`config.mk`:
```
export PLATFORM = sky130hd
export DESIGN_NAME = usb_hc_regs
export DESIGN_NICKNAME = d
export VERILOG_FILES = /design/src/rtl/usb_hc_pkg.sv /design/src/rtl/usb_hc_frame_timer.sv /design/src/rtl/usb_hc_cmd_seq.sv /design/src/rtl/usb_hc_irq_regs.sv /design/src/rtl/usb_hc_regs.sv
export SDC_FILE = /design/constraint.sdc
export NUM_CORES = 1
export LEC_CHECK = 0
export BUFFER_PORTS_ARGS = -buffer_cell sky130_fd_sc_hd__buf_2
export CORE_MARGIN = 1.5
export CORE_UTILIZATION = 50
export DETAILED_ROUTE_END_ITERATION = 8
export PLACE_DENSITY = 0.73
export SLEW_MARGIN = 20
export SYNTH_ARGS = -nofsm -noshare
export SYNTH_HDL_FRONTEND = slang
export SYNTH_SLANG_ARGS = --single-unit
```
`constraint.sdc`:
```
create_clock -name clk -period 2 [get_ports clk]
set_input_delay 0.1 -clock clk [delete_from_list [all_inputs] [get_ports clk]]
set_output_delay 0.1 -clock clk [all_outputs]
set_load 0.03 [all_outputs]
```
`src/rtl/usb_hc_pkg.sv`:
```
package usb_hc_pkg;

    localparam int REG_W = 8;
    localparam int ADDR_W = 2;

    localparam logic [ADDR_W-1:0] ADDR_CTRL = 2'd0;
    localparam logic [ADDR_W-1:0] ADDR_EVT  = 2'd1;
    localparam logic [ADDR_W-1:0] ADDR_ENA  = 2'd2;

    localparam int CTL_FRAME_EN = 0;
    localparam int CTL_BUS_RST  = 1;
    localparam int CTL_RESUME   = 2;

    localparam int EVT_BITS     = 7;
    localparam int EVT_CONNECT  = 0;
    localparam int EVT_DISCON   = 1;
    localparam int EVT_RST_SENT = 2;
    localparam int EVT_RSM_SENT = 3;
    localparam int EVT_RMT_RSM  = 4;
    localparam int EVT_FRAME    = 5;
    localparam int EVT_WAKE     = 6;

    typedef enum logic [1:0] {
        CMD_IDLE     = 2'd0,
        CMD_RST_WAIT = 2'd1,
        CMD_RSM_WAIT = 2'd2
    } cmd_state_t;

endpackage

```
`src/rtl/usb_hc_frame_timer.sv`:
```
module usb_hc_frame_timer #(
    parameter int FRAME_CYCLES = 50000
) (
    input  logic clk,
    input  logic rst_n,
    input  logic enable,
    output logic tick
);
    localparam int CNT_W = $clog2(FRAME_CYCLES + 1);
    localparam logic [CNT_W-1:0] LAST = CNT_W'(FRAME_CYCLES - 1);

    logic [CNT_W-1:0] cnt;

    always_ff @(posedge clk) begin
        if (!rst_n || !enable) begin
            cnt  <= '0;
            tick <= 1'b0;
        end else if (cnt == LAST) begin
            cnt  <= '0;
            tick <= 1'b1;
        end else begin
            cnt  <= cnt + 1'b1;
            tick <= 1'b0;
        end
    end

    // a tick is only issued while frame generation has been on
    a_r2_tick_needs_enable: assert property (@(posedge clk) disable iff (!rst_n)
        tick |-> $past(enable));

    // ticks are never back to back unless the period is one clock
    a_r2_tick_spacing: assert property (@(posedge clk) disable iff (!rst_n)
        (tick && FRAME_CYCLES > 1) |=> !tick);

endmodule

```
`src/rtl/usb_hc_cmd_seq.sv`:
```
module usb_hc_cmd_seq
    import usb_hc_pkg::*;
(
    input  logic clk,
    input  logic rst_n,
    input  logic ctrl_we,
    input  logic wr_reset,
    input  logic wr_resume,
    input  logic wr_frame_en,
    input  logic reset_done,
    input  logic resume_done,
    output logic reset_busy,
    output logic resume_busy,
    output logic req_reset,
    output logic req_resume,
    output logic reset_sent,
    output logic resume_sent
);
    cmd_state_t state, state_nx;
    logic go_reset, go_resume;

    always_comb begin
        go_reset  = 1'b0;
        go_resume = 1'b0;
        state_nx  = state;
        unique case (state)
            CMD_IDLE: begin
                if (ctrl_we && wr_reset) begin
                    go_reset = 1'b1;
                    state_nx = CMD_RST_WAIT;
                end else if (ctrl_we && wr_resume && wr_frame_en) begin
                    go_resume = 1'b1;
                    state_nx  = CMD_RSM_WAIT;
                end
            end
            CMD_RST_WAIT: if (reset_done)  state_nx = CMD_IDLE;
            CMD_RSM_WAIT: if (resume_done) state_nx = CMD_IDLE;
            default:      state_nx = CMD_IDLE;
        endcase
    end

    always_ff @(posedge clk) begin
        if (!rst_n) state <= CMD_IDLE;
        else        state <= state_nx;
    end

    always_ff @(posedge clk) begin
        if (!rst_n) begin
            req_reset  <= 1'b0;
            req_resume <= 1'b0;
        end else begin
            req_reset  <= go_reset;
            req_resume <= go_resume;
        end
    end

    assign reset_busy  = (state == CMD_RST_WAIT);
    assign resume_busy = (state == CMD_RSM_WAIT);
    assign reset_sent  = reset_busy && reset_done;
    assign resume_sent = resume_busy && resume_done;

    // the two request strobes never overlap
    a_r6_one_request: assert property (@(posedge clk) disable iff (!rst_n)
        $onehot0({req_reset, req_resume}));

    // a pending reset holds until its done pulse
    a_r4_reset_holds: assert property (@(posedge clk) disable iff (!rst_n)
        (reset_busy && !reset_done) |=> reset_busy);

    // a pending resume holds until its done pulse
    a_r5_resume_holds: assert property (@(posedge clk) disable iff (!rst_n)
        (resume_busy && !resume_done) |=> resume_busy);

    // a reset request comes with the bit already set
    a_r4_req_with_busy: assert property (@(posedge clk) disable iff (!rst_n)
        req_reset |-> reset_busy);

endmodule

```
`src/rtl/usb_hc_irq_regs.sv`:
```
module usb_hc_irq_regs
    import usb_hc_pkg::*;
(
    input  logic                clk,
    input  logic                rst_n,
    input  logic                evt_we,
    input  logic                ena_we,
    input  logic [REG_W-1:0]    wdata,
    input  logic [EVT_BITS-1:0] hw_set,
    output logic [EVT_BITS-1:0] flags,
    output logic [EVT_BITS-1:0] enables,
    output logic                irq
);
    logic unused_wbit;
    assign unused_wbit = wdata[REG_W-1];

    for (genvar i = 0; i < EVT_BITS; i++) begin : g_bit
        always_ff @(posedge clk) begin
            if (!rst_n)             flags[i] <= 1'b0;
            else if (hw_set[i])     flags[i] <= 1'b1;
            else if (evt_we && !wdata[i]) flags[i] <= 1'b0;
        end

        always_ff @(posedge clk) begin
            if (!rst_n)      enables[i] <= 1'b0;
            else if (ena_we) enables[i] <= wdata[i];
        end

        // a hardware set is never lost, even against a software clear
        a_r9_set_wins: assert property (@(posedge clk) disable iff (!rst_n)
            hw_set[i] |=> flags[i]);

        // a flag only rises through a hardware set
        a_r9_no_soft_set: assert property (@(posedge clk) disable iff (!rst_n)
            $rose(flags[i]) |-> $past(hw_set[i]));
    end

    assign irq = |(flags & enables);

endmodule

```
`src/rtl/usb_hc_regs.sv`:
```
module usb_hc_regs
    import usb_hc_pkg::*;
#(
    parameter int FRAME_CYCLES = 50000
) (
    input  logic             clk,
    input  logic             rst_n,
    input  logic [ADDR_W-1:0] reg_addr,
    input  logic             reg_we,
    input  logic [REG_W-1:0] reg_wdata,
    output logic [REG_W-1:0] reg_rdata,
    input  logic             low_speed,
    input  logic             reset_done,
    input  logic             resume_done,
    input  logic             bus_nonidle,
    input  logic             rmt_resume,
    input  logic             dev_disconnect,
    input  logic             dev_connect,
    output logic             req_reset,
    output logic             req_resume,
    output logic             sof_strobe,
    output logic             keepalive_strobe,
    output logic             irq
);
    logic frame_en, tick;
    logic reset_busy, resume_busy, reset_sent, resume_sent;
    logic ctrl_we, evt_we, ena_we;
    logic [EVT_BITS-1:0] hw_set, flags, enables;

    assign ctrl_we = reg_we && (reg_addr == ADDR_CTRL);
    assign evt_we  = reg_we && (reg_addr == ADDR_EVT);
    assign ena_we  = reg_we && (reg_addr == ADDR_ENA);

    always_ff @(posedge clk) begin
        if (!rst_n)       frame_en <= 1'b0;
        else if (ctrl_we) frame_en <= reg_wdata[CTL_FRAME_EN];
    end

    usb_hc_frame_timer #(.FRAME_CYCLES(FRAME_CYCLES)) u_timer (
        .clk    (clk),
        .rst_n  (rst_n),
        .enable (frame_en),
        .tick   (tick)
    );

    usb_hc_cmd_seq u_cmd (
        .clk         (clk),
        .rst_n       (rst_n),
        .ctrl_we     (ctrl_we),
        .wr_reset    (reg_wdata[CTL_BUS_RST]),
        .wr_resume   (reg_wdata[CTL_RESUME]),
        .wr_frame_en (reg_wdata[CTL_FRAME_EN]),
        .reset_done  (reset_done),
        .resume_done (resume_done),
        .reset_busy  (reset_busy),
        .resume_busy (resume_busy),
        .req_reset   (req_reset),
        .req_resume  (req_resume),
        .reset_sent  (reset_sent),
        .resume_sent (resume_sent)
    );

    always_comb begin
        hw_set               = '0;
        hw_set[EVT_CONNECT]  = dev_connect;
        hw_set[EVT_DISCON]   = dev_disconnect;
        hw_set[EVT_RST_SENT] = reset_sent;
        hw_set[EVT_RSM_SENT] = resume_sent;
        hw_set[EVT_RMT_RSM]  = rmt_resume;
        hw_set[EVT_FRAME]    = tick;
        hw_set[EVT_WAKE]     = bus_nonidle;
    end

    usb_hc_irq_regs u_irq (
        .clk     (clk),
        .rst_n   (rst_n),
        .evt_we  (evt_we),
        .ena_we  (ena_we),
        .wdata   (reg_wdata),
        .hw_set  (hw_set),
        .flags   (flags),
        .enables (enables),
        .irq     (irq)
    );

    assign sof_strobe       = tick && !low_speed;
    assign keepalive_strobe = tick && low_speed;

    always_comb begin
        reg_rdata = '0;
        unique case (reg_addr)
            ADDR_CTRL: begin
                reg_rdata[CTL_FRAME_EN] = frame_en;
                reg_rdata[CTL_BUS_RST]  = reset_busy;
                reg_rdata[CTL_RESUME]   = resume_busy;
            end
            ADDR_EVT: reg_rdata[EVT_BITS-1:0] = flags;
            ADDR_ENA: reg_rdata[EVT_BITS-1:0] = enables;
            default:  reg_rdata = '0;
        endcase
    end

    // start-of-frame and keep-alive strobes never overlap
    a_r3_one_strobe: assert property (@(posedge clk) disable iff (!rst_n)
        !(sof_strobe && keepalive_strobe));

    // a resume request only goes out with frame generation on
    a_r5_resume_needs_frames: assert property (@(posedge clk) disable iff (!rst_n)
        req_resume |-> frame_en);

    // control reserved bits always read zero
    a_r1_ctrl_reserved: assert property (@(posedge clk) disable iff (!rst_n)
        (reg_addr == ADDR_CTRL) |-> (reg_rdata[REG_W-1:3] == '0));

endmodule

```
==> summary.md, run 1 <==
| Metric | Value |
|---|---|
| Fin Setup TNS | `0 ps` |
| Max cap viols | `0` |
| Nets | `252` |
| Placeable Area | `3128 um2` |
| Die height | `60.91 um` |
| Non-filler cells, final | `272` |
| DR DRC count | `0` |
| Syn nets | `217` |
| Min Tclk post-route | `1563 ps` |
| Synth cell types | `33` |
| Overflow left after global routing | `0` |
| DPL Wire Length | `2.420 mm` |
| Instance count of the mapped netlist | `192` |
| Number of fillers in the final layout | `279` |
| Die W | `60.91 um` |
| Tcrit/Tclk final | `0.7817` |
| Global-route usage over all layers | `0.2093` |
| Starting Density | `0.5360` |
| Crit Path Class | `register to primary output` |
| Area growth from synthesis to layout | `17.16%` |
| Final number of max-transition violations | `0` |
| Min-Delay Path Class | `input port to register` |
| CP Capture Type | `primary output` |
| Post-synthesis sequential area ratio | `0.4299` |
| Status | `completed` |
| Startpoint types | `register` |
| CP arrival | `1460 ps` |
| Num CTS Buffers | `5` |
| # port buffers | `30` |
| I/O pin count | `33` |
| CTS tree | `built` |
| CTS resizes | `0` |
| Vias in the first global route | `1359` |
| Clock Path Buffers | `2` |
| RSZ-0062 raised after global routing | `no` |
| Later-pin clock latency in the skew report | `340 ps` |
| Drt wl/cell | `12.30 um` |
| Hold Vio Cnt, Final | `0` |
| Vias | `1476` |
| Cells after DPL | `259` |
| First-pass GRT wire length | `5.740 mm` |
| Core Util, Final | `0.6280` |
| Post-synthesis cell area | `1677 um2` |
| Final setup vio count | `0` |
| Die ar. | `3709 um2` |
| WL final | `3.346 mm` |
| Vias/cell | `5.426` |
| Synth Area per Inst | `8.732 um2` |
| Total number of placement rows | `20` |
| Pre-antenna DRT Iters | `5` |
| Post-Route Skew | `16.91 ps` |
| CP max FO | `7` |
| Yosys warnings | `0` |
| Clk pin slew, worst setup/hold paths | `110 ps` |
| Largest net degree at the start of global routing | `20` |
| Number of H-tree levels | `2` |
| Worst Path Required | `1900 ps` |
| ANT nets after route | `0` |
| Peak VDD IR | `381.4 uV` |
| Share of layout cells above drive strength 1 | `0.1798` |
| Leakage | `0.0007396 uW` |
| Synth Register Bits | `36` |
| Initial antenna violation count | `0` |
| 1st-iter DRT viols | `158` |
| F_max | `639.6 MHz` |
| Clock Sinks | `36` |
| PD cells | `639.1 nW/um2` |
| CTS root buf | `clkbuf_4` |
| RePlAce Congestion | `0.7974` |
| Ant diodes | `0` |
## worst paths after layout
| kind | from | endpoint | slack, ps | cells past startpoint |
|---|---|---|---|---|
| setup / recovery | u_cmd.state[1] | reg_rdata[1] | 440 | 4 |
| hold / removal | reset_done | u_irq.flags[2] | 8 | 3 |
| setup reg to reg | u_timer.cnt[0] | u_timer.cnt[2] | 450 | 6 |
| hold reg to reg | u_timer.cnt[0] | u_timer.cnt[0] | 480 | 1 |
## cell usage after synthesis
master,instances,share of area
dfxtp_1,36,0.43
nor2_1,20,0.045
nand2_1,18,0.040
nand3_1,17,0.051
a21boi_0,10,0.045
o21a_1,10,0.045
nor2b_1,7,0.026
xnor2_1,7,0.037
a22oi_1,6,0.027
inv_1,6,0.013
xor2_1,6,0.031
clkbuf_1,5,0.011
ha_1,5,0.037
a222oi_1,4,0.024
nand4_1,4,0.015
nor3_1,4,0.012
nor4_1,3,0.011
nor4b_1,3,0.016
o21ai_0,3,0.0090
a21oi_1,2,0.0060
and3_1,2,0.0075
buf_2,2,0.0060
or3_1,2,0.0075
and2_1,1,0.0037
and4_1,1,0.0052
and4b_1,1,0.0060
buf_4,1,0.0045
conb_1,1,0.0022
mux2_2,1,0.0067
nand2b_1,1,0.0037
nand3b_1,1,0.0045
nand4_2,1,0.0075
nor3b_1,1,0.0045
## flip-flops by register name, summed over array words and instances, names as in the netlist
signal            count
frame_en              1
u_cmd.req_reset       1
u_cmd.req_resume      1
u_cmd.state           2
u_irq.enables         7
u_irq.flags           7
u_timer.cnt          16
u_timer.tick          1
## worst max-delay path, stage by stage (launching register included)
cell,delay [ps]
dfxtp_1,440
nor2b_1,100
a222oi_1,330
nor2_1,70
buf_2,180
## per-stage QoR
stage          hold slack [ps]  setup WS [ps]  instance area, um2  total power, uW
6_report                 8.200          436.5                1964             1255
5_1_grt                  8.215          284.2                1964             1319
4_1_cts                  7.534          419.0                1954             1262
3_5_place_dp             313.0          437.5                1853            862.6
3_3_place_gp             309.1          529.4                1853            859.6
2_1_floorplan            223.8          539.3                1677            823.5
## metal layers
layer	GRT usage	part of all wire	routed length, um
met1	0.2470	0.45	1502
met3	0.06823	0.059	198
met5	0	0	0
met2	0.3533	0.48	1612
met4	0.08075	0.0093	31
## kinds of logic after synthesis
kind of cell / share of synthesized area
adders and majority gates: 0.03731
DFF: 0.4299
other: 0.002237
buffers and inverters: 0.03508
and+or+nand+nor: 0.2657
xor gates and xnor gates: 0.06791
muxes: 0.006716
AOI/OAI and AO/OA: 0.1552
## power by group
| group | switching (uW) | total [uW] | internal (uW) |
|---|---|---|---|
| logic | 64.0 | 115 | 50.6 |
| registers | 10.4 | 740 | 730 |
| clock network | 233 | 401 | 167 |
## area by class of cell
| class | count | area [um2] | share of cell area |
|---|---|---|---|
| clock buffers | 6 | 51.30 | 0.02611 |
| clock inverters | 2 | 10.01 | 0.005096 |
| inverters | 6 | 22.52 | 0.01146 |
| multi-input cells | 142 | 897.1 | 0.4567 |
| flip-flops and latches | 36 | 720.7 | 0.3669 |
| well taps | 44 | 55.05 | 0.02803 |
| repair buffers | 36 | 207.7 | 0.1057 |
## what timing repair did
| action | 4_1_cts | 5_1_grt |
|---|---|---|
| hold buffers | 4 | 1 |
| setup buffers | 0 | 0 |
| hold endpoints to repair | 4 | 1 |
## cells in the final DEF, fill, tap and decap left out, types with 2 or more instances in the layout
master	instances
inv_1	6
a21boi_0	10
ha_1	5
nand3_1	17
a222oi_1	4
nor4_1	3
a21oi_1	2
o21a_1	10
nor3_1	4
clkbuf_4	5
nor2_1	20
o21ai_0	3
nand4_1	4
buf_2	30
dlygate4sd3_1	5
nor2b_1	7
nor4b_1	3
and3_1	2
nand2_1	18
xnor2_1	7
xor2_1	6
clkinv_2	2
a22oi_1	6
or3_1	2
dfxtp_1	36
Power figures use the tool's default switching activity.
==> inputs of run 2 (changes only) <==
- clock period: 2 -> 1.55 ns (I/O delays scaled with it)
==> run 2 against run 1 <==
Against the previous run: combinational power grew 44%; cell count increased by 4.0%; first-iteration DRC count down 16%; routed wire length rose by 7.0%; largest power group unchanged.
==> summary.md, run 2 (synthesis gave the netlist of run 1 again) <==
| Metric | Value |
|---|---|
| RSZ-0062 raised after global routing | `yes` |
| Most frequent cells in the layout | `33 x dfxtp_1, 28 x buf_2, 20 x nor2_1, 18 x nand2_1, 17 x nand3_1` |
| Clk pin slew, worst setup/hold paths | `110 ps` |
| WL final | `3.581 mm` |
| Placeable Area | `3128 um2` |
| Initial antenna violation count | `0` |
| CP max FO | `4` |
| Largest net degree at the start of global routing | `20` |
| Max reg flops | `16` |
| Vias | `1518` |
| Overflow left after global routing | `0` |
| Crit Path Class | `register to primary output` |
| Max cap viols | `0` |
| Vias/cell | `5.364` |
| Hold Crit Start | `reg_wdata[2]` |
| Num CTS Buffers | `5` |
| Global-route usage over all layers | `0.2132` |
| I/O pin count | `33` |
| Peak VDD IR | `978.9 uV` |
| PD cells | `832.9 nW/um2` |
| Status | `completed` |
| Worst Path Required | `1470 ps` |
| Ant diodes | `0` |
| Startpoint types | `register` |
| RePlAce Congestion | `0.8569` |
| Die ar. | `3709 um2` |
| Critical Path Start | `u_cmd.state[0]` |
| DR DRC count | `0` |
| Vias in the first global route | `1383` |
| Nets | `263` |
| Min-Delay Path Class | `input port to register` |
| Post-Route Skew | `9.260 ps` |
| Final setup vio count | `0` |
| # port buffers | `30` |
| Pre-antenna DRT Iters | `4` |
| Clock Sinks | `36` |
| CP arrival | `1440 ps` |
| CTS root buf | `clkbuf_4` |
| Min Tclk post-route | `1520 ps` |
| Starting Density | `0.5360` |
| Final number of max-transition violations | `0` |
| Share of layout cells above drive strength 1 | `0.2134` |
| Tcrit/Tclk final | `0.9809` |
| ANT nets after route | `0` |
| Leakage | `0.0008049 uW` |
| F_max | `657.7 MHz` |
| Number of H-tree levels | `2` |
| Hold Vio Cnt, Final | `0` |
| DPL Wire Length | `2.533 mm` |
| Drt wl/cell | `12.65 um` |
| Die height | `60.91 um` |
| Die W | `60.91 um` |
| Reg with most FFs | `u_timer.cnt` |
| Biggest regs | `u_timer.cnt (16), u_irq.enables (7), u_irq.flags (7)` |
| Total number of placement rows | `20` |
| Fin Setup TNS | `0 ps` |
| Later-pin clock latency in the skew report | `340 ps` |
| Leading cell type in the layout, fill and taps excluded | `dfxtp_1` |
| Crit Reg-Reg Startpoint | `u_timer.cnt[7]` |
| Area growth from synthesis to layout | `25.97%` |
| Core Util, Final | `0.6752` |
| Clock Path Buffers | `2` |
| CTS tree | `built` |
| First-pass GRT wire length | `5.775 mm` |
| CP Capture Type | `primary output` |
| 1st-iter DRT viols | `132` |
run 2: cell type report:
| class | instances | area (um2) |
|---|---|---|
| fillers | 266 | 1016 |
| multi-input cells | 142 | 910.9 |
| flip-flops and latches | 36 | 726.9 |
| repair buffers | 47 | 320.3 |
| clock buffers | 6 | 41.29 |
| inverters | 6 | 22.52 |
| clock inverters | 2 | 35.03 |
| well taps | 44 | 55.05 |
run 2: worst paths after layout:
kind / to / depth (start not counted) / slack, ps
min reg2reg: u_cmd.req_reset / 1 / 480
min: u_irq.enables[2] / 3 / 30
max: reg_rdata[1] / 4 / 30
max reg2reg: u_timer.cnt[15] / 4 / 90
run 2: critical path: stages (launching register included):
cell	delay (ps)
dfxtp_2	350
nor2b_4	120
a222oi_1	350
nor2_1	100
buf_4	180
run 2: stage by stage:
stage,worst slack [ps],power [uW],instance area [um2],cells,hold slack [ps]
after floorplan,89.30,1063,1677,192,201.3
after global placement,161.5,1112,1896,263,286.2
after detailed placement,98.06,1117,1896,263,294.7
after CTS,5.794,1780,2073,281,12.79
after global routing,-28.27,1832,2112,283,10.93
final,29.66,1759,2112,283,29.92
run 2: routing by layer:
metal | wire, um | track usage | share of wire | vias up
li1 | - | - | - | 768
met1 | 1574 | 0.2271 | 0.44 | 692
met2 | 1745 | 0.3856 | 0.49 | 49
met3 | 187 | 0.05970 | 0.052 | 9
met4 | 74 | 0.1025 | 0.021 | 0
met5 | 0 | 0 | 0 | -
run 2: what timing repair did:
item,CTS,global route
gates cloned,0,0
endpoints found under the setup margin,2,3
setup buffers,0,2
hold buffers,10,0
resized for setup,1,10
endpoints found under the hold margin,11,0
pin swaps,1,3
run 2: power by group:
part	total (uW)	internal [uW]	switching, uW
Clock	640	338	302
Combinational	166	78.1	87.4
Sequential	954	940	13.7
